`config.mk`:
```
export PLATFORM = sky130hd
export DESIGN_NAME = fe_uop_monitor
export DESIGN_NICKNAME = d
export VERILOG_FILES = /design/src/rtl/fe_mon_pkg.sv /design/src/rtl/fe_sat_counter.sv /design/src/rtl/fe_restoring_div.sv /design/src/rtl/fe_uop_monitor.sv
export SDC_FILE = /design/constraint.sdc
export NUM_CORES = 2
export LEC_CHECK = 0
export ABC_AREA = 1
export ABC_CLOCK_PERIOD_IN_PS = 8900
export BUFFER_PORTS_ARGS = -buffer_cell sky130_fd_sc_hd__buf_2
export CAP_MARGIN = 15
export CORE_MARGIN = 4
export CORE_UTILIZATION = 50
export DETAILED_ROUTE_END_ITERATION = 16
export MAX_ROUTING_LAYER = met4
export PLACE_DENSITY = 0.69
export SLEW_MARGIN = 20
export SYNTH_ARGS = -nofsm -noshare
export SYNTH_HDL_FRONTEND = slang
export SYNTH_SLANG_ARGS = --single-unit
```
`constraint.sdc`:
```
create_clock -name clk -period 8.9 [get_ports clk]
set_input_delay 1.78 -clock clk [delete_from_list [all_inputs] [get_ports clk]]
set_output_delay 1.78 -clock clk [all_outputs]
set_load 0.05 [all_outputs]
```
`src/rtl/fe_mon_pkg.sv`:
```
package fe_mon_pkg;
  localparam int PCT_W    = 8;
  localparam int NSRC     = 6;
  localparam int IDX_CORE = 0;
  localparam int IDX_PEN  = 1;
  localparam int IDX_DC   = 2;
  localparam int IDX_LEG  = 3;
  localparam int IDX_MS   = 4;
  localparam int IDX_LB   = 5;

  typedef enum logic [2:0] {
    ST_IDLE,
    ST_PEN_GO,
    ST_PEN_RUN,
    ST_SHR_GO,
    ST_SHR_RUN
  } mon_state_e;
endpackage

```
`src/rtl/fe_sat_counter.sv`:
```
module fe_sat_counter #(
  parameter int CNT_W = 48,
  parameter int INC_W = 3
) (
  input  logic             clk,
  input  logic             rst,
  input  logic             clr,
  input  logic [INC_W-1:0] inc,
  output logic [CNT_W-1:0] cnt
);
  logic [CNT_W:0] sum;
  assign sum = {1'b0, cnt} + (CNT_W+1)'(inc);

  always_ff @(posedge clk) begin
    if (rst || clr)      cnt <= '0;
    else if (sum[CNT_W]) cnt <= '1;
    else                 cnt <= sum[CNT_W-1:0];
  end

  assert_no_wrap_R7: assert property (@(posedge clk) disable iff (rst)
    (!rst && !clr) |=> (cnt >= $past(cnt)));
  assert_sat_hold_R7: assert property (@(posedge clk) disable iff (rst)
    (!rst && !clr && cnt == '1) |=> (cnt == '1));
endmodule

```
`src/rtl/fe_restoring_div.sv`:
```
module fe_restoring_div #(
  parameter int NUM_W = 55,
  parameter int DEN_W = 50
) (
  input  logic             clk,
  input  logic             rst,
  input  logic             start,
  input  logic [NUM_W-1:0] num,
  input  logic [DEN_W-1:0] den,
  output logic             done,
  output logic [NUM_W-1:0] quo,
  output logic             div0
);
  localparam int CNT_W = $clog2(NUM_W + 1);

  logic [DEN_W-1:0] rem;
  logic [DEN_W:0]   trial;
  logic [CNT_W-1:0] steps;
  logic             running;

  assign trial = {rem, quo[NUM_W-1]};

  always_ff @(posedge clk) begin
    if (rst) begin
      rem <= '0; quo <= '0; steps <= '0;
      running <= 1'b0; done <= 1'b0; div0 <= 1'b0;
    end else begin
      done <= 1'b0;
      if (start && !running) begin
        rem <= '0;
        if (den == '0) begin
          quo  <= '0;
          div0 <= 1'b1;
          done <= 1'b1;
        end else begin
          quo     <= num;
          div0    <= 1'b0;
          steps   <= CNT_W'(NUM_W);
          running <= 1'b1;
        end
      end else if (running) begin
        if (trial >= {1'b0, den}) begin
          rem <= DEN_W'(trial - {1'b0, den});
          quo <= {quo[NUM_W-2:0], 1'b1};
        end else begin
          rem <= trial[DEN_W-1:0];
          quo <= {quo[NUM_W-2:0], 1'b0};
        end
        steps <= steps - 1'b1;
        if (steps == CNT_W'(1)) begin
          running <= 1'b0;
          done    <= 1'b1;
        end
      end
    end
  end

  assert_div0_quo_R6: assert property (@(posedge clk) disable iff (rst)
    (done && div0) |-> (quo == '0));
endmodule

```
`src/rtl/fe_uop_monitor.sv`:
```
module fe_uop_monitor
  import fe_mon_pkg::*;
#(
  parameter int CNT_W        = 48,
  parameter int INC_W        = 3,
  parameter bit HAS_LOOP_BUF = 1'b1,
  parameter int THRESH_PCT   = 40
) (
  input  logic             clk,
  input  logic             rst,
  input  logic             clr,
  input  logic             unhalted,
  input  logic             penalty_cyc,
  input  logic [INC_W-1:0] dc_uops,
  input  logic [INC_W-1:0] leg_uops,
  input  logic [INC_W-1:0] ms_uops,
  input  logic [INC_W-1:0] lb_uops,
  input  logic             snap_req,
  output logic             busy,
  output logic             done,
  output logic [PCT_W-1:0] penalty_pct,
  output logic [PCT_W-1:0] share_pct,
  output logic             penalty_div0,
  output logic             share_div0,
  output logic             reliance_hi
);
  localparam int NUM_W = CNT_W + 7;
  localparam int DEN_W = CNT_W + 2;
  localparam logic [NUM_W-1:0] PCT_MAX = NUM_W'((1 << PCT_W) - 1);

  logic [INC_W-1:0] inc_vec [NSRC];
  logic [CNT_W-1:0] cnt     [NSRC];
  logic [CNT_W-1:0] frz     [NSRC];

  assign inc_vec[IDX_CORE] = INC_W'(unhalted);
  assign inc_vec[IDX_PEN]  = INC_W'(penalty_cyc);
  assign inc_vec[IDX_DC]   = dc_uops;
  assign inc_vec[IDX_LEG]  = leg_uops;
  assign inc_vec[IDX_MS]   = ms_uops;
  assign inc_vec[IDX_LB]   = lb_uops;

  for (genvar g = 0; g < NSRC; g++) begin : g_cnt
    if (g == IDX_LB && !HAS_LOOP_BUF) begin : g_absent
      assign cnt[g] = '0;
    end else begin : g_present
      fe_sat_counter #(.CNT_W(CNT_W), .INC_W(INC_W)) u_cnt (
        .clk(clk), .rst(rst), .clr(clr), .inc(inc_vec[g]), .cnt(cnt[g]));
    end
  end

  mon_state_e       st;
  logic             div_start, div_done, div_div0;
  logic [NUM_W-1:0] div_num, div_quo;
  logic [DEN_W-1:0] div_den, share_den;
  logic             pen_phase;
  logic [PCT_W-1:0] quo_clamped;

  assign share_den = DEN_W'(frz[IDX_DC]) + DEN_W'(frz[IDX_LEG])
                   + DEN_W'(frz[IDX_MS]) + DEN_W'(frz[IDX_LB]);
  assign pen_phase = (st == ST_PEN_GO) || (st == ST_PEN_RUN);
  assign div_start = (st == ST_PEN_GO) || (st == ST_SHR_GO);
  assign div_num   = (pen_phase ? NUM_W'(frz[IDX_PEN]) : NUM_W'(frz[IDX_DC])) * NUM_W'(100);
  assign div_den   = pen_phase ? DEN_W'(frz[IDX_CORE]) : share_den;
  assign quo_clamped = (div_quo > PCT_MAX) ? PCT_W'(PCT_MAX) : div_quo[PCT_W-1:0];
  assign busy = (st != ST_IDLE);

  fe_restoring_div #(.NUM_W(NUM_W), .DEN_W(DEN_W)) u_div (
    .clk(clk), .rst(rst), .start(div_start), .num(div_num), .den(div_den),
    .done(div_done), .quo(div_quo), .div0(div_div0));

  always_ff @(posedge clk) begin
    if (rst) begin
      st <= ST_IDLE; done <= 1'b0;
      penalty_pct <= '0; share_pct <= '0;
      penalty_div0 <= 1'b0; share_div0 <= 1'b0; reliance_hi <= 1'b0;
      for (int i = 0; i < NSRC; i++) frz[i] <= '0;
    end else begin
      done <= 1'b0;
      unique case (st)
        ST_IDLE: if (snap_req) begin
          for (int i = 0; i < NSRC; i++) frz[i] <= cnt[i];
          st <= ST_PEN_GO;
        end
        ST_PEN_GO:  st <= ST_PEN_RUN;
        ST_PEN_RUN: if (div_done) begin
          penalty_pct  <= quo_clamped;
          penalty_div0 <= div_div0;
          st <= ST_SHR_GO;
        end
        ST_SHR_GO:  st <= ST_SHR_RUN;
        ST_SHR_RUN: if (div_done) begin
          share_pct   <= quo_clamped;
          share_div0  <= div_div0;
          reliance_hi <= !div_div0 && (quo_clamped > PCT_W'(THRESH_PCT));
          done <= 1'b1;
          st   <= ST_IDLE;
        end
        default: st <= ST_IDLE;
      endcase
    end
  end

  assert_core_hold_R1: assert property (@(posedge clk) disable iff (rst)
    (!rst && !unhalted && !clr) |=> $stable(cnt[IDX_CORE]));
  assert_done_pulse_R8: assert property (@(posedge clk) disable iff (rst)
    done |=> !done);
  assert_div0_zero_R6: assert property (@(posedge clk) disable iff (rst)
    share_div0 |-> (share_pct == '0));
  assert_reliance_thresh_R5: assert property (@(posedge clk) disable iff (rst)
    reliance_hi |-> (share_pct > PCT_W'(THRESH_PCT)));
endmodule

```
Yosys cells after proc, flatten, opt, wreduce, memory -nomap -nowiden
Memories as Yosys holds them, arrays and structs flattened.
Index checks and enable logic that the tools add are counted.

operators by class
  add/subtract/negate cells = 11
  multiply operators = 1
  $lt $le $gt $ge = 3
  equality and inequality tests = 9
  multiplexer cells = 42
  bitwise gates (word level) = 7
  reductions and logical operators = 17

operators by type and width
  cell                     number
  $mux W48                 13
  $add A48 B3 Y49          4
  $mux W55                 3
  $mux W50                 2
  $add A48 B1 Y49          2
  $gt A55 B8 Y1 const B    1
  $mul A48 B5 Y53 const B  1
  $ge A51 B50 Y1           1
  $add A49 B48 Y50         1
  $add A50 B48 Y50         1
  $logic_not A50 Y1        1
  $sub A50 B50 Y50         1
  $add A48 B48 Y49         1
  $mux W6                  3
  $mux W1                  16
  $pmux W3 S5              1
  $mux W3                  3
  $gt A8 B6 Y1 const B     1
  $mux W8                  1
  $eq A3 B2 Y1 const B     2
  $eq A6 B1 Y1 const B     1
  $or A1 B1 Y1             6
  $reduce_and A2 Y1        3
  $sub A6 B1 Y6 const B    1
  13 further kinds         20

storage, ports and cells
  register bits after elaboration = 425
  RAM bits = 288
  input port bits = 18
  memories kept = 1

memory list
  name  depth  bits a word  read ports  clocked after Yosys merged registers in  write ports  line                  source
  frz   6      48           6           0                                        6            fe_uop_monitor.sv:33  logic [CNT_W-1:0] frz [NSRC];

Logic depth before layout (Yosys ltp)
An unclocked memory read counts as a cell.

  depth in word-level cells = 9
  gate-level depth with buffers = 37

By module
From an unflattened synthesis, not the netlist that was laid out.

unflattened totals
  cells, all modules = 8284
  area total of the unflattened synthesis = 54732.5 um2

by module, submodules not included
  module            times used  cells each  area an instance (um2)
  fe_uop_monitor    1           3651        26723.1
  fe_sat_counter    6           494         3065.4
  fe_restoring_div  1           1669        9616.7

Worst setup path before layout
Ideal clock, no wire load.

  path type = input -> register
  start = input port rst
  end = memory frz[0][0], enable pin
  setup time = 2.175 ns
  arrival = 6.936 ns
  slack = -0.211 ns
  stages = 4
  path buffers = 2
  cells stage by stage = clkbuf_1 > inv_1 > buf_1 > nand2_1

RTL lines
  element          line                  source
  start, declared  fe_uop_monitor.sv:10  input logic rst,
  end, declared    fe_uop_monitor.sv:33

==> out/results.txt <==
WP buf/inv: 5
Clk pin slew, worst setup/hold paths: 0.06 ns
Via Count: 41,679
Pwr per Cell Area: 363.7 mW/mm^2
Core Region: 0.09558 sq mm
Post-cts resize count: 0
Final Max Tran Viols: 0
Logic pwr share: 61.6%
Seq pwr share: 20.3%
Initial Util: 50.70%
Largest cells by area after synthesis: edfxtp_1 18%, dfxtp_1 18%, inv_1 10%
Worst slew margin: 27.26%
Max incr delay on CP: 0.68 ns
Routed length on met3: 9.235 mm
CP arrival: 7.44 ns
Synth async-reset ratio: 0%
Vias in the first global route: 39,507
Max VDD drop: 289.4 uV
Die X-Extent: 319.3 um
Synth Warn #: 0
Area after DPL: 0.04967 sq mm
Avg WL per Cell: 18.19 um
Critical path depth: 30
Clock Power Share: 18.1%
Met1 WL: 63.39 mm
Met2 WL: 63.12 mm
H-tree depth: 3
TritonCTS Buffers: 82
Synth area leader: edfxtp_1
Setup TNS: 0 ns
Final Hold Viols: 0
Core Rows: 113
Die ar.: 0.1020 sq mm
# clock sinks: 713
Layout area overhead: 8.169%
Hold depth: 2
Min setup slack post-route: 1.957 ns
Worst setup EP type: register
Startpoint types: register
Area of the multi-input gates: 0.02559 sq mm
Min-delay worst type: reg2reg
Longest Clk Path Bufs: 3
Worst-Margin Slew: 1.091 ns
Drc violations: 0
Slowest library cell on the worst path: inv_2
Final period utilization: 78.01%
Synthesized net count: 6,860
Synth cell types: 66
Post-DP HPWL: 109.1 mm
Top sig layer: met4
Largest net degree at the start of global routing: 206
Crit path time final: 6.943 ns
Root buf cell: clkbuf_16
Routed Antenna Nets: 0
RSZ-0062 raised after global routing: false
Commonest non-fill, non-tap cell in the layout: inv_1
GRT Util Overall: 27.81%
Hold-fix buffers, CTS: 0
Main synth FF type: dfxtp_1
Synthesized cell area: 0.04846 sq mm
Congestion Overflow GR: 0
CP delay by family, top: simple AND/OR/NAND/NOR gates
DR pass1 iterations: 8
Fill count: 9,181
Max_cap viols: 0
Fmax: 0.1440 GHz
GP Congestion: 0.9906
Routed WL: 140.8 mm
Design area: 0.05242 sq mm
Final net count: 6,833
Vias per cell: 5.383
Final setup vio count: 0
First-pass GRT wire length: 220.1 mm
Reg2Reg Depth: 30
Status: completed
Worst skew pair latency: 0.67 ns
DR iter-0 viols: 4,158
Most frequent cells in the layout: 1,314 x inv_1, 991 x nand2_1, 728 x nor2_1
Cell Int Power: 9.607 mW
IO Port Bufs: 38
Switch share: 49.61%
Seq/Total Area, Yosys: 35.40%
Leakage: 23.15 nW
Crit Path Category: reg2reg
Layout Skew: 0.03439 ns
CTS tree: built
Most Frequent Cell on Critical Path: nand2_1
Post-CTS Setup Bufs: 0
Syn Area/Cell: 7.529 sq um
Number of enable flip-flop cells after synthesis: 288
#FFs+latches synth: 713
Pre-CTS WS: 2.084 ns
Share of layout cells above drive strength 1: 5.435%
WP data required: 9.40 ns
Mapped Cells: 6,436
Share of the synthesized area in the top cell type: 17.85%
Initial antenna violation count: 4
CP max FO: 51
P_sw: 9.457 mW
Die height: 319.3 um
I/O pins: 39
Reg area: 0.01716 sq mm
[tightest hold or removal path, delay by kind of cell (launching register included)]
kind / cells / cell delay [ns]
compound gates: 1 / 0.05
flops: 1 / 0.31
simple gates: 1 / 0.06
[state kept, by name, summed over array words and instances (netlist names)]
| register | cells |
|---|---|
| u_div.rem | 50 |
| frz | 288 |
| reliance_hi | 1 |
| u_div.running | 1 |
| u_div.quo | 55 |
| share_div0 | 1 |
| g_cnt.g_present.u_cnt.cnt | 288 |
| share_pct | 8 |
| st | 3 |
| done | 1 |
| penalty_pct | 8 |
| penalty_div0 | 1 |
| u_div.div0 | 1 |
| u_div.steps | 6 |
| u_div.done | 1 |
[stage by stage]
stage	cells	utilization [%]	hold WS (ns)	power (mW)
CTS	7742	54.84	0.4693	18.98
floorplan	6436	-	0.4555	12.31
global route	7743	54.84	0.5025	20.71
detailed placement	7590	51.96	0.4612	15.42
global placement	7590	51.96	0.4524	15.35
finish	7743	54.84	0.4676	19.06
[synthesized netlist by cell type (103+ instances only)]
cell,instances
inv_1,1315
nand2_1,992
nor2_1,730
dfxtp_1,425
a21oi_1,362
o21ai_0,353
nand3_1,322
edfxtp_1,288
ha_1,262
xor2_1,239
fa_1,144
nor3_1,129
clkbuf_1,128
a31oi_1,103
nor4_1,103
[logic make-up after synthesis]
family	Yosys count	synth area share, %
buffers and inverters	1492	11.85
AOI/OAI and AO/OA	965	10.96
and+or+nand+nor	2558	23.57
muxes	13	0.2685
adders and majority gates	406	12.71
xor gates and xnor gates	289	5.223
DFF	713	35.40
[routing by layer]
metal  up-vias  GRT usage (%)
met1     19498          37.85
met5         -              -
li1      20619              -
met4         0          9.214
met3       218          3.596
met2      1344          43.15
[power groups by stage]
| stage | registers [mW] | clock network (mW) | logic [mW] |
|---|---|---|---|
| after floorplan | 3.87 | 0 | 8.44 |
| after global placement | 3.93 | 0 | 11.4 |
| after detailed placement | 3.93 | 0 | 11.5 |
| after CTS | 3.86 | 3.53 | 11.6 |
| after global routing | 3.88 | 3.66 | 13.2 |
| final | 3.87 | 3.46 | 11.7 |
[path summary, 6_finish.rpt]
| path | startpoint | end | slack [ns] |
|---|---|---|---|
| worst min-delay path | penalty_div0 | penalty_div0 | 0.47 |
| worst max-delay path | frz[5][24] | u_div.rem[49] | 1.96 |
| worst max register to register | frz[5][24] | u_div.rem[49] | 1.96 |
| worst min register to register | penalty_div0 | penalty_div0 | 0.47 |
[area by class of cell]
class                           count  share of cell area [%]
Multi-Input combinational cell   4231                   48.83
Sequential cell                   713                   32.74
Antenna cell                        1                0.004774
Inverter                         1324                   9.483
Timing Repair Buffer               57                  0.6898
Clock buffer                      109                   4.187
Tap cell                         1265                   3.020
Clock inverter                     43                   1.050
(Power assumes the default switching activity.)
